### config.mk
export PLATFORM = sky130hd
export DESIGN_NAME = xbus_ctrl
export DESIGN_NICKNAME = d
export VERILOG_FILES = /design/src/rtl/xbus_pkg.sv /design/src/rtl/xbus_clkgen.sv /design/src/rtl/xbus_gap_sel.sv /design/src/rtl/xbus_seq.sv /design/src/rtl/xbus_ctrl.sv
export SDC_FILE = /design/constraint.sdc
export NUM_CORES = 1
export LEC_CHECK = 0
export BUFFER_PORTS_ARGS = -buffer_cell sky130_fd_sc_hd__buf_2
export CAP_MARGIN = 20
export CORE_ASPECT_RATIO = 1.75
export CORE_MARGIN = 5
export CORE_UTILIZATION = 49
export DETAILED_ROUTE_END_ITERATION = 16
export PLACE_DENSITY = 0.92
export SLEW_MARGIN = 10
export SYNTH_ARGS = -nofsm -noshare
export SYNTH_HDL_FRONTEND = slang
export SYNTH_HIERARCHICAL = 1
export SYNTH_SLANG_ARGS = --single-unit
### constraint.sdc
create_clock -name clk -period 3.6 [get_ports clk]
set_input_delay 0.72 -clock clk [delete_from_list [all_inputs] [get_ports clk]]
set_output_delay 0.72 -clock clk [all_outputs]
set_load 0.01 [all_outputs]
### src/rtl/xbus_pkg.sv
package xbus_pkg;
  localparam int ALE_W   = 3;
  localparam int ACC_W   = 5;
  localparam int HOLD_W  = 3;
  localparam int GAP_W   = 4;
  localparam int DIV_W   = 3;
  localparam int DIV_MAX = 5;
  localparam int CNT_W   = ACC_W;

  typedef struct packed {
    logic [ALE_W-1:0]  ale;
    logic [ACC_W-1:0]  acc;
    logic [HOLD_W-1:0] hold;
    logic [GAP_W-1:0]  w2x;
    logic [GAP_W-1:0]  r2w;
    logic [GAP_W-1:0]  r2r;
    logic              en;
    logic              wide;
    logic              split;
    logic              cs_hi;
  } bank_cfg_t;

  typedef enum logic [2:0] {
    ST_IDLE, ST_GAP, ST_ALE, ST_ACC, ST_HOLD, ST_DONE
  } seq_st_t;
endpackage

### src/rtl/xbus_clkgen.sv
module xbus_clkgen #(
  parameter int DIV_W   = 3,
  parameter int DIV_MAX = 5
) (
  input  logic             clk,
  input  logic             rst,
  input  logic [DIV_W-1:0] div_sel,
  output logic             tick,
  output logic             bus_clk
);
  localparam int CW = DIV_MAX;

  logic [CW-1:0]    cnt;
  logic [DIV_W-1:0] sel_c;
  logic [CW-1:0]    mask;
  logic [CW:0]      ext;

  assign sel_c = (div_sel > DIV_W'(DIV_MAX)) ? DIV_W'(DIV_MAX) : div_sel;
  assign mask  = CW'((32'd1 << sel_c) - 32'd1);
  assign tick  = ((cnt & mask) == mask);
  assign ext   = {cnt, 1'b1};

  always_ff @(posedge clk) begin
    if (rst) begin
      cnt     <= '0;
      bus_clk <= 1'b1;
    end else begin
      cnt     <= cnt + 1'b1;
      bus_clk <= ext[sel_c];
    end
  end
endmodule

### src/rtl/xbus_gap_sel.sv
module xbus_gap_sel #(
  parameter int GAP_W = 4
) (
  input  logic             hist_valid,
  input  logic             hist_write,
  input  logic             next_write,
  input  logic [GAP_W-1:0] w2x,
  input  logic [GAP_W-1:0] r2w,
  input  logic [GAP_W-1:0] r2r,
  output logic [GAP_W-1:0] gap_len
);
  always_comb begin
    if (!hist_valid)     gap_len = '0;
    else if (hist_write) gap_len = w2x;
    else if (next_write) gap_len = r2w;
    else                 gap_len = r2r;
  end
endmodule

### src/rtl/xbus_seq.sv
module xbus_seq
  import xbus_pkg::*;
#(
  parameter int ADDR_W = 16,
  parameter int DATA_W = 16,
  parameter int BANK_W = 2
) (
  input  logic              clk,
  input  logic              rst,
  input  logic              tick,
  input  logic              req_valid,
  input  logic              req_write,
  input  logic [BANK_W-1:0] req_bank,
  input  logic [ADDR_W-1:0] req_addr,
  input  logic [DATA_W-1:0] req_wdata,
  input  bank_cfg_t         req_cfg,
  input  bank_cfg_t         act_cfg,
  input  logic [GAP_W-1:0]  gap_len,
  input  logic [DATA_W-1:0] bus_din,
  output logic              ph_ale,
  output logic              ph_acc,
  output logic              ph_hold,
  output logic              done,
  output logic              act_write,
  output logic [BANK_W-1:0] act_bank,
  output logic [ADDR_W-1:0] act_addr,
  output logic [DATA_W-1:0] act_wdata,
  output logic [DATA_W-1:0] rdata,
  output logic              hist_valid,
  output logic              hist_write,
  output logic [BANK_W-1:0] hist_bank
);
  localparam int BYTE_W = 8;

  seq_st_t          st;
  logic [CNT_W-1:0] cnt;
  logic             last;

  assign last    = tick && (cnt == '0);
  assign ph_ale  = (st == ST_ALE);
  assign ph_acc  = (st == ST_ACC);
  assign ph_hold = (st == ST_HOLD);
  assign done    = (st == ST_DONE);

  always_ff @(posedge clk) begin
    if (rst) begin
      st         <= ST_IDLE;
      cnt        <= '0;
      act_write  <= 1'b0;
      act_bank   <= '0;
      act_addr   <= '0;
      act_wdata  <= '0;
      rdata      <= '0;
      hist_valid <= 1'b0;
      hist_write <= 1'b0;
      hist_bank  <= '0;
    end else begin
      if (tick && !last) cnt <= cnt - 1'b1;
      case (st)
        ST_IDLE: if (req_valid && tick) begin
          act_write <= req_write;
          act_bank  <= req_bank;
          act_addr  <= req_cfg.wide ? (req_addr >> 1) : req_addr;
          act_wdata <= req_cfg.wide ? req_wdata
                                    : {{(DATA_W-BYTE_W){1'b0}}, req_wdata[BYTE_W-1:0]};
          if (!req_cfg.en) begin
            st    <= ST_DONE;
            rdata <= '0;
          end else if (gap_len != '0) begin
            st  <= ST_GAP;
            cnt <= CNT_W'(gap_len) - 1'b1;
          end else if (req_cfg.split) begin
            st  <= ST_ACC;
            cnt <= req_cfg.acc;
          end else begin
            st  <= ST_ALE;
            cnt <= CNT_W'(req_cfg.ale);
          end
        end
        ST_GAP: if (last) begin
          if (act_cfg.split) begin
            st  <= ST_ACC;
            cnt <= act_cfg.acc;
          end else begin
            st  <= ST_ALE;
            cnt <= CNT_W'(act_cfg.ale);
          end
        end
        ST_ALE: if (last) begin
          st  <= ST_ACC;
          cnt <= act_cfg.acc;
        end
        ST_ACC: if (last) begin
          st  <= ST_HOLD;
          cnt <= CNT_W'(act_cfg.hold);
          if (!act_write)
            rdata <= act_cfg.wide ? bus_din
                                  : {{(DATA_W-BYTE_W){1'b0}}, bus_din[BYTE_W-1:0]};
        end
        ST_HOLD: if (last) begin
          st         <= ST_DONE;
          hist_valid <= 1'b1;
          hist_write <= act_write;
          hist_bank  <= act_bank;
        end
        ST_DONE: st <= ST_IDLE;
        default: st <= ST_IDLE;
      endcase
    end
  end
endmodule

### src/rtl/xbus_ctrl.sv
module xbus_ctrl
  import xbus_pkg::*;
#(
  parameter int NBANK  = 4,
  parameter int ADDR_W = 16,
  parameter int DATA_W = 16,
  localparam int BANK_W = $clog2(NBANK)
) (
  input  logic                      clk,
  input  logic                      rst,
  input  logic [NBANK*ALE_W-1:0]    cfg_ale,
  input  logic [NBANK*ACC_W-1:0]    cfg_acc,
  input  logic [NBANK*HOLD_W-1:0]   cfg_hold,
  input  logic [NBANK*GAP_W-1:0]    cfg_w2x,
  input  logic [NBANK*GAP_W-1:0]    cfg_r2w,
  input  logic [NBANK*GAP_W-1:0]    cfg_r2r,
  input  logic [NBANK-1:0]          cfg_en,
  input  logic [NBANK-1:0]          cfg_wide,
  input  logic [NBANK-1:0]          cfg_split,
  input  logic [NBANK-1:0]          cfg_cs_hi,
  input  logic [DIV_W-1:0]          div_sel,
  input  logic                      req_valid,
  input  logic                      req_write,
  input  logic [BANK_W-1:0]         req_bank,
  input  logic [ADDR_W-1:0]         req_addr,
  input  logic [DATA_W-1:0]         req_wdata,
  output logic                      req_ready,
  output logic                      rsp_done,
  output logic [DATA_W-1:0]         rsp_rdata,
  output logic                      bus_clk,
  output logic                      bus_ale,
  output logic                      bus_rd_n,
  output logic                      bus_wr_n,
  output logic [NBANK-1:0]          bus_cs,
  output logic [ADDR_W-1:0]         bus_addr,
  output logic                      bus_doe,
  output logic [DATA_W-1:0]         bus_dout,
  input  logic [DATA_W-1:0]         bus_din
);
  bank_cfg_t cfg [NBANK];
  bank_cfg_t req_cfg, act_cfg, hist_cfg;

  logic              tick;
  logic              ph_ale, ph_acc, ph_hold, done;
  logic              act_write, hist_valid, hist_write;
  logic [BANK_W-1:0] act_bank, hist_bank;
  logic [ADDR_W-1:0] act_addr;
  logic [DATA_W-1:0] act_wdata;
  logic [GAP_W-1:0]  gap_len;
  logic              cs_on, wr_drive;

  for (genvar g = 0; g < NBANK; g++) begin : g_cfg
    assign cfg[g].ale   = cfg_ale[g*ALE_W +: ALE_W];
    assign cfg[g].acc   = cfg_acc[g*ACC_W +: ACC_W];
    assign cfg[g].hold  = cfg_hold[g*HOLD_W +: HOLD_W];
    assign cfg[g].w2x   = cfg_w2x[g*GAP_W +: GAP_W];
    assign cfg[g].r2w   = cfg_r2w[g*GAP_W +: GAP_W];
    assign cfg[g].r2r   = cfg_r2r[g*GAP_W +: GAP_W];
    assign cfg[g].en    = cfg_en[g];
    assign cfg[g].wide  = cfg_wide[g];
    assign cfg[g].split = cfg_split[g];
    assign cfg[g].cs_hi = cfg_cs_hi[g];
  end

  assign req_cfg  = cfg[req_bank];
  assign act_cfg  = cfg[act_bank];
  assign hist_cfg = cfg[hist_bank];

  xbus_clkgen #(.DIV_W(DIV_W), .DIV_MAX(DIV_MAX)) clkgen_i (
    .clk(clk), .rst(rst), .div_sel(div_sel), .tick(tick), .bus_clk(bus_clk)
  );

  xbus_gap_sel #(.GAP_W(GAP_W)) gap_i (
    .hist_valid(hist_valid), .hist_write(hist_write), .next_write(req_write),
    .w2x(hist_cfg.w2x), .r2w(hist_cfg.r2w), .r2r(hist_cfg.r2r), .gap_len(gap_len)
  );

  xbus_seq #(.ADDR_W(ADDR_W), .DATA_W(DATA_W), .BANK_W(BANK_W)) seq_i (
    .clk(clk), .rst(rst), .tick(tick),
    .req_valid(req_valid), .req_write(req_write), .req_bank(req_bank),
    .req_addr(req_addr), .req_wdata(req_wdata),
    .req_cfg(req_cfg), .act_cfg(act_cfg), .gap_len(gap_len), .bus_din(bus_din),
    .ph_ale(ph_ale), .ph_acc(ph_acc), .ph_hold(ph_hold), .done(done),
    .act_write(act_write), .act_bank(act_bank), .act_addr(act_addr),
    .act_wdata(act_wdata), .rdata(rsp_rdata),
    .hist_valid(hist_valid), .hist_write(hist_write), .hist_bank(hist_bank)
  );

  assign cs_on    = ph_ale | ph_acc | ph_hold;
  assign wr_drive = act_write & (ph_acc | ph_hold);

  assign req_ready = done;
  assign rsp_done  = done;
  assign bus_ale   = ph_ale;
  assign bus_rd_n  = ~(ph_acc & ~act_write);
  assign bus_wr_n  = ~(ph_acc & act_write);
  assign bus_doe   = ph_ale | wr_drive;
  assign bus_addr  = (act_cfg.split && cs_on) ? act_addr : '0;
  assign bus_dout  = ph_ale   ? DATA_W'(act_addr) :
                     wr_drive ? act_wdata : '0;

  for (genvar g = 0; g < NBANK; g++) begin : g_cs
    assign bus_cs[g] = (cs_on && (act_bank == BANK_W'(g))) ? cfg_cs_hi[g] : ~cfg_cs_hi[g];
  end
endmodule

# After elaboration in Yosys (flattened, before gate mapping)
# Index checks and enable logic that the tools add are counted.
# Widths: inputs -> output; s select.
[word_totals]
wordCells = 124
register_bits = 69
output_inout_bits = 59
inputBits = 165
[op_classes]
mux = 50
n_shift = 1
n_bitwise = 18
eq_ne = 16
magnitude_cmp = 5
add_sub_neg = 4
reduce_logical = 18
[ops]
columns = ["cell", "n"]
rows = [
  ["$mux 16", 12],
  ["$bmux 27 s2", 3],
  ["$mux 27", 4],
  ["$mux 5", 9],
  ["$pmux 16 s2", 1],
  ["$mux 3", 8],
  ["$pmux 5 s4", 1],
  ["$pmux 3 s5", 1],
  ["$mux 4", 3],
  ["$ne 2x1->1 const B", 5],
  ["$reduce_and 5->1", 2],
  ["$sub 5x1->5 const B", 2],
  ["$ge 3x3->1 const B", 3],
  ["$not 2->3", 3],
  ["$logic_and 1x1->1", 8],
  ["$mux 1", 7],
  ["$not 1->1", 7],
  ["$eq 3x2->1 const B", 2],
  ["$eq 3x3->1 const B", 2],
  ["$add 5x1->5 const B", 1],
  ["$and 5x5->5", 1],
  ["$eq 5x5->1", 1],
  ["$logic_not 5->1", 1],
  ["$shl 1x3->5 const A", 1],
  ["16 further kinds", 24],
]

# Longest topological paths before layout
# Gate-level depths: netlist of the first run.
[logic_depth]
ltp_word = 13
mapped_depth = 10
mapped_depth_nobuf = 9

# Cells and area by module
# The synthesis of the first run kept the hierarchy.
[modules_own_cells]
columns = ["module", "seq_area_each_um2", "cells_per_inst", "area_per_inst_um2", "n_inst"]
rows = [
  ["xbus_seq", 1261.2, 375, 3071.7, 1],
  ["xbus_ctrl", 0.0, 132, 1936.9, 1],
  ["xbus_clkgen", 120.1, 32, 294.0, 1],
  ["xbus_gap_sel", 0.0, 12, 110.1, 1],
]

# Worst setup path after synthesis of the first run
# OpenSTA, ideal clock, no wires.
[synth_timing]
kind = "flip-flop to flip-flop"
startpoint = "register seq_i.hist_bank[0]"
endpoint = "register seq_i.cnt[1]"
required_ns = 3.464
t_arrival_ns = 2.870
setup_ns = 0.136
stages_incl_launch_ff = 11
setup_slack_ns = 0.594
path_buffers = 1
period_less_slack_ns = 3.006
path_cell_list = "dfxtp_1 -> buf_2 -> mux4_2 -> mux2_1 -> o211a_1 -> inv_1 -> ha_1 -> nor3b_2 -> mux2i_1 -> a221oi_1 -> a311oi_2"
[synth_lines]
columns = ["item", "line_no", "text"]
rows = [
  ["from (decl)", "xbus_seq.sv:31", "output logic [BANK_W-1:0] hist_bank"],
  ["from (signal assigned)", "xbus_seq.sv:104", "hist_bank <= act_bank;"],
  ["to (signal assigned)", "xbus_seq.sv:58", "if (tick && !last) cnt <= cnt - 1'b1;"],
  ["to (signal assigned)", "xbus_seq.sv:71", "cnt <= CNT_W'(gap_len) - 1'b1;"],
  ["to (signal assigned)", "xbus_seq.sv:74", "cnt <= req_cfg.acc;"],
  ["to (decl)", "xbus_seq.sv:36", "logic [CNT_W-1:0] cnt;"],
]

==> results.sh, run 1 <==
export IMPL_status="complete, no violations"
export IMPL_path_buf_inv=1
export IMPL_cts_resized=0
export IMPL_path_delay_family="multiplexers"
export IMPL_met2_length_um=9090
export IMPL_htreeDepth=3
export IMPL_grt_pass1_wl_um=27200
export IMPL_final_layout_size_suffix_gt1_frac=0.423
export IMPL_area_growth_syn_to_layout_pct=31.1
export IMPL_dieWidth_um=84.2
export IMPL_mostFrequentLayoutCell="buf_2"
export IMPL_max_freq_mhz=308
export IMPL_seqCellArea_mm2=0.00138
export IMPL_power_mw=2.00
export IMPL_clock_latency_ns=0.33
export IMPL_slowest_stage="dfxtp_1"
export IMPL_drtIter0Drc=613
export IMPL_cts_tree="yes"
export IMPL_highest_layer="met4"
export IMPL_root_buffer="clkbuf_16"
export IMPL_finalHoldViolCount=0
export IMPL_worst_slew_pin_slew_ns=1.06
export IMPL_maxCapViolations=0
export IMPL_via_per_inst=6.35
export IMPL_multi_input_area_mm2=0.00310
export IMPL_grt_ovfl_total=0
export IMPL_dr_pass1_iters=5
export IMPL_synthesis_area_mm2=0.00473
export IMPL_p_comb_frac=0.163
export IMPL_clkTransAtPathRegs_ns=0.06
export IMPL_fill_cells=696
export IMPL_hp_class="reg2reg"
export IMPL_intPower_mw=1.48
export IMPL_fin_util=0.654
export IMPL_p_per_area_mw_per_mm2=324
export IMPL_core_area_mm2=0.00947
export IMPL_rsz0062_at_grt="false"
export IMPL_pin_count=224
export IMPL_drt_met1_wl_um=5930
export IMPL_setup_violations_final=0
export IMPL_grt_max_degree=46
export IMPL_antenna_found_initial=4
export IMPL_p_seq_frac=0.395
export IMPL_min_period_over_period=0.901
export IMPL_gp_congestion=0.958
export IMPL_crit_path_end_kind="flip-flop"
export IMPL_layout_common_cells="buf_2, dfxtp_1, a21oi_1"
export IMPL_postCtsHoldBufs=0
export IMPL_dp_hpwl_um=13300
export IMPL_cp_required_ns=3.82
export IMPL_p_sw_frac=0.260
export IMPL_fp_dieH_um=140
export IMPL_grt_use_total=0.287
export IMPL_cpPeakStageDelay_ns=0.57
export IMPL_yosysWarningCount=6
export IMPL_finalCriticalPeriod_ns=3.25
export IMPL_leakage_nw=2.71
export IMPL_cts_buffers=9
export IMPL_cp_max_fo=7
export IMPL_wl_met3_um=1710
export IMPL_synth_nets=687
export IMPL_initial_core_util=0.499
export IMPL_post_cts_buffers=0
export IMPL_cts_max_path_buffers=2
export IMPL_ant_nets=0
export IMPL_crit_type="reg2reg"
export IMPL_route_detailed_drc=0
export IMPL_totalWireLength_um=17900
export IMPL_p_clk_frac=0.442
export IMPL_skew_ns=0.00684
export IMPL_slew_violations=0
export IMPL_vdd_drop_max_mv=0.363
export IMPL_dieArea_mm2=0.0118
export IMPL_row_count=47
export IMPL_grt_pass1_vias=5437
export IMPL_fin_nets=886
export IMPL_wl_per_cell_um=21.1
export IMPL_max_slew_margin=0.291
export IMPL_synthCells=519
export IMPL_worstPathArrival_ns=3.46
export IMPL_vias=5391
export IMPL_cts_sinks=69
export IMPL_start_kind="flip-flop"
export IMPL_crit_chain="mux4_2 -> mux2_1 -> o211a_1 -> inv_1 -> ha_1 -> nor3b_2 -> mux2i_1 -> a221oi_1 -> a311oi_1"
export IMPL_timing_setup_tns_ns=0
export IMPL_port_buffer_count=223
export IMPL_avgSynthCellArea_um2=9.11
export IMPL_power_net_switching_mw=0.522
==> routing by layer <==
| metal | GRT usage | up-vias |
|---|---|---|
| li1 | - | 2362 |
| met1 | 0.316 | 2484 |
| met2 | 0.492 | 434 |
| met3 | 0.0658 | 111 |
| met4 | 0.177 | 0 |
| met5 | 0 | - |
==> path summary, 6_finish.rpt <==
path | start | endpoint | slack (ns) | depth (start not counted)
worst max register to register | seq_i/hist_bank[0] | seq_i/cnt[0] | 0.35 | 9
worst max-delay path | seq_i/hist_bank[0] | seq_i/cnt[0] | 0.35 | 9
worst min register to register | seq_i/act_wdata[7] | seq_i/act_wdata[7] | 0.47 | 2
worst min-delay path | seq_i/act_wdata[7] | seq_i/act_wdata[7] | 0.47 | 2
==> worst min-delay path, cell delays in order, from the launching register on <==
cell and delay, ns:
dfxtp_1 0.31, nand2_1 0.05, a21oi_1 0.06
==> cell type report <==
type	instances	share of cell area
repair buffers	236	0.196
inverters	10	0.00606
flip-flops and latches	69	0.223
clock buffers	9	0.0364
well taps	122	0.0246
multi-input cells	392	0.501
clock inverters	7	0.0119
diodes	4	0.00162
==> stage by stage <==
stage / hold slack [ns] / instances / worst slack, ns / cell area [um^2]
floorplan: 0.436 / 519 / 0.594 / 4730
finish: 0.468 / 849 / 0.355 / 6190
detailed placement: 0.450 / 829 / 0.275 / 5890
global route: 0.492 / 849 / 0.106 / 6190
CTS: 0.463 / 845 / 0.416 / 6180
global placement: 0.444 / 829 / 0.360 / 5890
==> flip-flops by register name (all words and copies together) (netlist names), 2 cells and up <==
name / flops
seq_i/rdata: 16
seq_i/cnt: 5
seq_i/act_addr: 16
clkgen_i/cnt: 5
seq_i/act_bank: 2
seq_i/hist_bank: 2
seq_i/st: 3
seq_i/act_wdata: 16
==> power groups by stage <==
| stage | logic [mW] | clock network (mW) | registers [mW] |
|---|---|---|---|
| after floorplan | 0.177 | 0 | 0.802 |
| after global placement | 0.303 | 0 | 0.807 |
| after detailed placement | 0.313 | 0 | 0.808 |
| after CTS | 0.316 | 0.900 | 0.791 |
| after global routing | 0.349 | 0.933 | 0.794 |
| final | 0.327 | 0.885 | 0.792 |
(Power assumes the default switching activity.)
==> inputs of run 2 (changes only) <==
--- a/config.mk
+++ b/config.mk
@@ -9,11 +9,12 @@
 export CAP_MARGIN = 20
 export CORE_ASPECT_RATIO = 1.75
 export CORE_MARGIN = 5
-export CORE_UTILIZATION = 49
+export CORE_UTILIZATION = 48
+export CTS_CLUSTER_SIZE = 24
 export DETAILED_ROUTE_END_ITERATION = 16
-export PLACE_DENSITY = 0.92
+export PLACE_DENSITY = 0.93
+export SKIP_LAST_GASP = 1
 export SLEW_MARGIN = 10
 export SYNTH_ARGS = -nofsm -noshare
 export SYNTH_HDL_FRONTEND = slang
-export SYNTH_HIERARCHICAL = 1
 export SYNTH_SLANG_ARGS = --single-unit
==> run 2 against run 1 <==
Compared with the run above:
- clock power down 2%
- utilization decreased by 1.7 points
- hold slack worse by 0.012 ns
- register-to-register slack better by 0.50 ns
- critical path depth down 4
- sequential power fell by 1%
- final area increased by 1.3%
- sequential cell count is the same
- maximum frequency decreased by 4.6%
- largest power group unchanged
- highest routed layer unchanged
==> results.sh, run 2 <==
export IMPL_synthArstFlopShare=0
export IMPL_grt_pass1_vias=5501
export IMPL_pin_count=224
export IMPL_p_per_area_mw_per_mm2=312
export IMPL_worst_slew_pin_slew_ns=0.966
export IMPL_multi_input_area_mm2=0.00320
export IMPL_synth_largest_area_cell="dfxtp_1"
export IMPL_totalWireLength_um=17200
export IMPL_synth_most_common_cell="nand2_1"
export IMPL_setup_violations_final=0
export IMPL_initial_core_util=0.490
export IMPL_row_count=48
export IMPL_max_slew_margin=0.355
export IMPL_port_buffer_count=223
export IMPL_dieArea_mm2=0.0122
export IMPL_rsz0062_at_grt="false"
export IMPL_cpPeakStageDelay_ns=0.82
export IMPL_drtIter0Drc=368
export IMPL_slew_violations=0
export IMPL_r2r_slack_ns=0.85
export IMPL_fin_nets=914
export IMPL_crit_chain="nor2_1 -> a21oi_1 -> nor2b_1 -> and2_1 -> buf_2"
export IMPL_worstPathArrival_ns=2.68
export IMPL_cts_max_path_buffers=2
export IMPL_leakage_nw=2.69
export IMPL_cts_resized=0
export IMPL_status="complete, no violations"
export IMPL_wl_per_cell_um=19.7
export IMPL_placed_area_mm2=0.00598
export IMPL_fp_dieH_um=143
export IMPL_maxCapViolations=0
export IMPL_area_growth_syn_to_layout_pct=30.1
export IMPL_htreeDepth=3
export IMPL_min_period_over_period=0.945
export IMPL_max_freq_mhz=294
export IMPL_grt_pass1_wl_um=27000
export IMPL_path_buf_inv=1
export IMPL_root_buffer="clkbuf_16"
export IMPL_cts_buffers=9
export IMPL_post_cts_buffers=0
export IMPL_antenna_found_initial=0
export IMPL_hp_class="reg2reg"
export IMPL_synth_cell_type_count=63
export IMPL_core_area_mm2=0.00985
export IMPL_fin_util=0.637
export IMPL_slowest_stage="nor2b_1"
export IMPL_ant_nets=0
export IMPL_yosysSeqAreaShare=0.286
export IMPL_route_detailed_drc=0
export IMPL_clock_latency_ns=0.33
export IMPL_skew_ns=0.00489
export IMPL_via_per_inst=6.01
export IMPL_mostFrequentLayoutCell="buf_2"
export IMPL_layout_common_cells="buf_2, nand2_1, dfxtp_1"
export IMPL_timing_setup_tns_ns=0
export IMPL_vdd_drop_max_mv=0.231
export IMPL_postLayoutCellArea_mm2=0.00627
export IMPL_cts_sinks=69
export IMPL_grt_use_total=0.280
export IMPL_synthesis_area_mm2=0.00482
export IMPL_dieWidth_um=85.8
export IMPL_synth_area_leaders="dfxtp_1, mux4_2, mux2i_1, nand2_1, a21oi_1"
export IMPL_cp_max_fo=16
export IMPL_path_delay_family="simple AND/OR/NAND/NOR gates"
export IMPL_dr_pass1_iters=6
export IMPL_crit_type="reg2out"
export IMPL_yosysWarningCount=0
export IMPL_cts_tree="yes"
export IMPL_yosys_area_top_type_share=0.286
export IMPL_final_layout_size_suffix_gt1_frac=0.396
export IMPL_gp_congestion=0.907
export IMPL_vias=5248
export IMPL_avgSynthCellArea_um2=8.90
export IMPL_seqCellArea_mm2=0.00138
export IMPL_cp_required_ns=2.88
export IMPL_ys_ff_latch=69
export IMPL_synthTopCellsByCount="nand2_1, dfxtp_1, a21oi_1, nor2_1, mux4_2"
export IMPL_clkTransAtPathRegs_ns=0.06
export IMPL_finalCriticalPeriod_ns=3.40
export IMPL_synth_nets=712
export IMPL_synth_ff_type="dfxtp_1"
export IMPL_synth_edf_count=0
export IMPL_finalHoldViolCount=0
export IMPL_n_antenna_cell=0
export IMPL_grt_ovfl_total=0
export IMPL_fill_cells=855
export IMPL_synthCells=542
export IMPL_dp_hpwl_um=13700
export IMPL_postCtsHoldBufs=0
export IMPL_start_kind="flip-flop"
export IMPL_reg_top3="seq_i.act_addr x16, seq_i.act_wdata x16, seq_i.rdata x16"
export IMPL_crit_path_end_kind="output pin"
export IMPL_grt_max_degree=55
==> run 2: cell type report <==
| cell class | count | area share |
|---|---|---|
| multi-input combinational | 420 | 0.510 |
| sequential | 69 | 0.220 |
| timing repair buffer | 234 | 0.193 |
| clock buffer | 9 | 0.0359 |
| tap | 125 | 0.0249 |
| clock inverter | 6 | 0.0102 |
| inverter | 10 | 0.00598 |
==> run 2: through the flow <==
step                worst slack, ns  instances  total power [mW]  hold WS [ns]
floorplan                     0.615        542             0.961         0.432
global placement              0.356        858              1.09         0.439
detailed placement            0.226        858              1.10         0.447
CTS                           0.253        873              1.96         0.455
global route                 0.0172        873              2.03         0.477
finish                        0.200        873              1.96         0.456
==> run 2: logic make-up (layout without fill, tap and decap cells) <==
logic type,count (synthesis),in the layout,synth area share
xor+xnor,9,9,0.0163
buf+inv,53,259,0.0514
compound gates,116,116,0.163
flops,69,69,0.286
fa+ha+maj,5,5,0.0130
simple gates,216,216,0.222
mux,74,74,0.248
==> run 2: worst min-delay path, cell delays in order (launching register included) <==
cell and delay [ns]:
dfxtp_1 0.31, nand2_1 0.05, a21oi_1 0.05
==> run 2: path summary, 6_finish.rpt <==
path / from / end / cells past startpoint
min reg2reg: seq_i.act_wdata[12] / seq_i.act_wdata[12] / 2
min: seq_i.act_wdata[12] / seq_i.act_wdata[12] / 2
max: seq_i.st[0] / bus_addr[12] / 5
max reg2reg: seq_i.hist_bank[1] / seq_i.cnt[0] / 7
==> run 2: layer usage <==
layer,GRT usage,vias to the layer above,routed length (um)
li1,-,2404,-
met1,0.304,2467,5890
met2,0.499,307,9270
met3,0.0614,70,1300
met4,0.148,0,785
met5,0,-,0
==> run 2: power by group <==
part,internal [mW],switching [mW],leakage [nW],total (mW)
registers,0.773,0.00915,0.557,0.782
logic,0.156,0.152,2.00,0.308
clock network,0.532,0.335,0.138,0.867
==> inputs of run 3 (changes only) <==
--- a/config.mk
+++ b/config.mk
@@ -7,7 +7,7 @@
 export LEC_CHECK = 0
 export BUFFER_PORTS_ARGS = -buffer_cell sky130_fd_sc_hd__buf_2
 export CAP_MARGIN = 20
-export CORE_ASPECT_RATIO = 1.75
+export CORE_ASPECT_RATIO = 0.75
 export CORE_MARGIN = 5
 export CORE_UTILIZATION = 48
 export CTS_CLUSTER_SIZE = 24
==> run 3 against run 2 <==
Compared with the run above:
- hold slack lost 0.0028 ns
- non-clock buffer count grew 3
- worst setup slack gained 0.18 ns
- clock power grew 7.2%
- largest cell class unchanged
==> results.sh, run 3 (synthesis results as in run 2) <==
export IMPL_p_per_area_mw_per_mm2=317
export IMPL_cts_tree="yes"
export IMPL_ant_nets=0
export IMPL_clock_latency_ns=0.32
export IMPL_dieArea_mm2=0.0122
export IMPL_fin_ws_ns=0.377
export IMPL_slowest_stage="nor2b_1"
export IMPL_dpl_cell_count=868
export IMPL_worstReg2RegStart="seq_i.hist_bank[1]"
export IMPL_cpPeakStageDelay_ns=0.74
export IMPL_finalHoldViolCount=0
export IMPL_status="complete, no violations"
export IMPL_root_buffer="clkbuf_16"
export IMPL_min_to="seq_i.act_wdata[0]"
export IMPL_fin_nets=917
export IMPL_maxCapViolations=0
export IMPL_leakage_nw=2.72
export IMPL_grt_pass1_vias=5032
export IMPL_cp_required_ns=2.88
export IMPL_post_cts_buffers=0
export IMPL_row_count=31
export IMPL_grt_ovfl_total=0
export IMPL_antenna_found_initial=0
export IMPL_min_period_over_period=0.895
export IMPL_vias=5056
export IMPL_r2r_end="seq_i.cnt[1]"
export IMPL_via_per_inst=5.73
export IMPL_rsz0062_at_grt="false"
export IMPL_max_slew_margin=0.416
export IMPL_vdd_drop_max_mv=0.350
export IMPL_crit_path_end_kind="output pin"
export IMPL_mostFrequentLayoutCell="buf_2"
export IMPL_setup_violations_final=0
export IMPL_dr_pass1_iters=5
export IMPL_start_kind="flip-flop"
export IMPL_core_area_mm2=0.00974
export IMPL_fp_dieH_um=96.8
export IMPL_area_growth_syn_to_layout_pct=31.3
export IMPL_reg_top3="seq_i.act_addr x16, seq_i.act_wdata x16, seq_i.rdata x16"
export IMPL_worst_slew_pin_slew_ns=0.874
export IMPL_htreeDepth=3
export IMPL_multi_input_area_mm2=0.00320
export IMPL_timing_setup_tns_ns=0
export IMPL_post_place_ws_ns=0.289
export IMPL_grt_max_degree=45
export IMPL_fin_util=0.650
export IMPL_r2r_slack_ns=0.74
export IMPL_cp_max_fo=16
export IMPL_finalCriticalPeriod_ns=3.22
export IMPL_clkTransAtPathRegs_ns=0.06
export IMPL_dieWidth_um=126
export IMPL_postCtsHoldBufs=0
export IMPL_worstPathArrival_ns=2.50
export IMPL_gp_congestion=0.885
export IMPL_dp_hpwl_um=11900
export IMPL_port_buffer_count=223
export IMPL_placed_area_mm2=0.00602
export IMPL_hp_start="seq_i.act_wdata[0]"
export IMPL_wl_per_cell_um=17.0
export IMPL_drtIter0Drc=365
export IMPL_seqCellArea_mm2=0.00138
export IMPL_cts_buffers=9
export IMPL_layout_common_cells="buf_2, nand2_1, dfxtp_1"
export IMPL_max_freq_mhz=310
export IMPL_final_layout_size_suffix_gt1_frac=0.398
export IMPL_fill_cells=845
export IMPL_n_antenna_cell=0
export IMPL_crit_chain="nor2_1 -> a21oi_1 -> nor2b_1 -> and2_1 -> buf_2"
export IMPL_grt_pass1_wl_um=24600
export IMPL_reg2regPathDepth=7
export IMPL_finalNonFillerCells=883
export IMPL_cts_max_path_buffers=2
export IMPL_route_detailed_drc=0
export IMPL_grt_use_total=0.238
export IMPL_cts_resized=0
export IMPL_initial_core_util=0.495
export IMPL_pin_count=224
export IMPL_power_mw=2.01
export IMPL_totalWireLength_um=15000
export IMPL_postLayoutCellArea_mm2=0.00633
export IMPL_holdWs_ns=0.454
export IMPL_crit_type="reg2out"
export IMPL_cts_sinks=69
export IMPL_hold_path_depth=2
export IMPL_slew_violations=0
export IMPL_skew_ns=0.00942
export IMPL_hp_class="reg2reg"
==> run 3: cell types whose count changed in the layout (fill, tap and decap cells not counted) <==
cell       delta
buf_4         +3
bufinv_16     +1
clkinv_2      -1
clkinv_4      +1
inv_6         -1
==> run 3: report_power, final <==
part           switching (mW)  internal, mW  total (mW)
sequential            0.00844         0.773       0.782
clock                   0.326         0.602       0.929
combinational           0.143         0.156       0.299
total                   0.478          1.53        2.01
==> run 3: critical path, delay by kind of cell (launching register included) <==
family          cells  cell delay (ns)
simple gates        3             1.37
flops               1             0.41
compound gates      1             0.26
buf+inv             1             0.13
==> run 3: layout make-up <==
cell class | instances | area share
inverter | 10 | 0.00593
sequential | 69 | 0.218
tap | 132 | 0.0261
timing repair buffer | 237 | 0.195
clock buffer | 9 | 0.0356
multi-input combinational | 420 | 0.505
clock inverter | 6 | 0.0140
==> run 3: worst max path at each step <==
stage | startpoint | cells past startpoint | slack (ns) | endpoint
after floorplan | div_sel[2] | 9 | 0.61 | seq_i.rdata[13]
after global placement | div_sel[2] | 10 | 0.40 | seq_i.rdata[14]
after detailed placement | div_sel[2] | 10 | 0.29 | seq_i.rdata[8]
after CTS | seq_i.st[0] | 5 | 0.38 | bus_addr[6]
after global routing | seq_i.st[0] | 5 | 0.12 | bus_addr[6]
final | seq_i.st[0] | 5 | 0.38 | bus_addr[15]
==> run 3: metal layers <==
layer / wire [um] / vias to the layer above / global-route usage
met5: 0 / - / 0
met4: 213 / 0 / 0.0552
met3: 1220 / 21 / 0.0556
met2: 7170 / 227 / 0.399
met1: 6400 / 2400 / 0.313
li1: - / 2408 / -
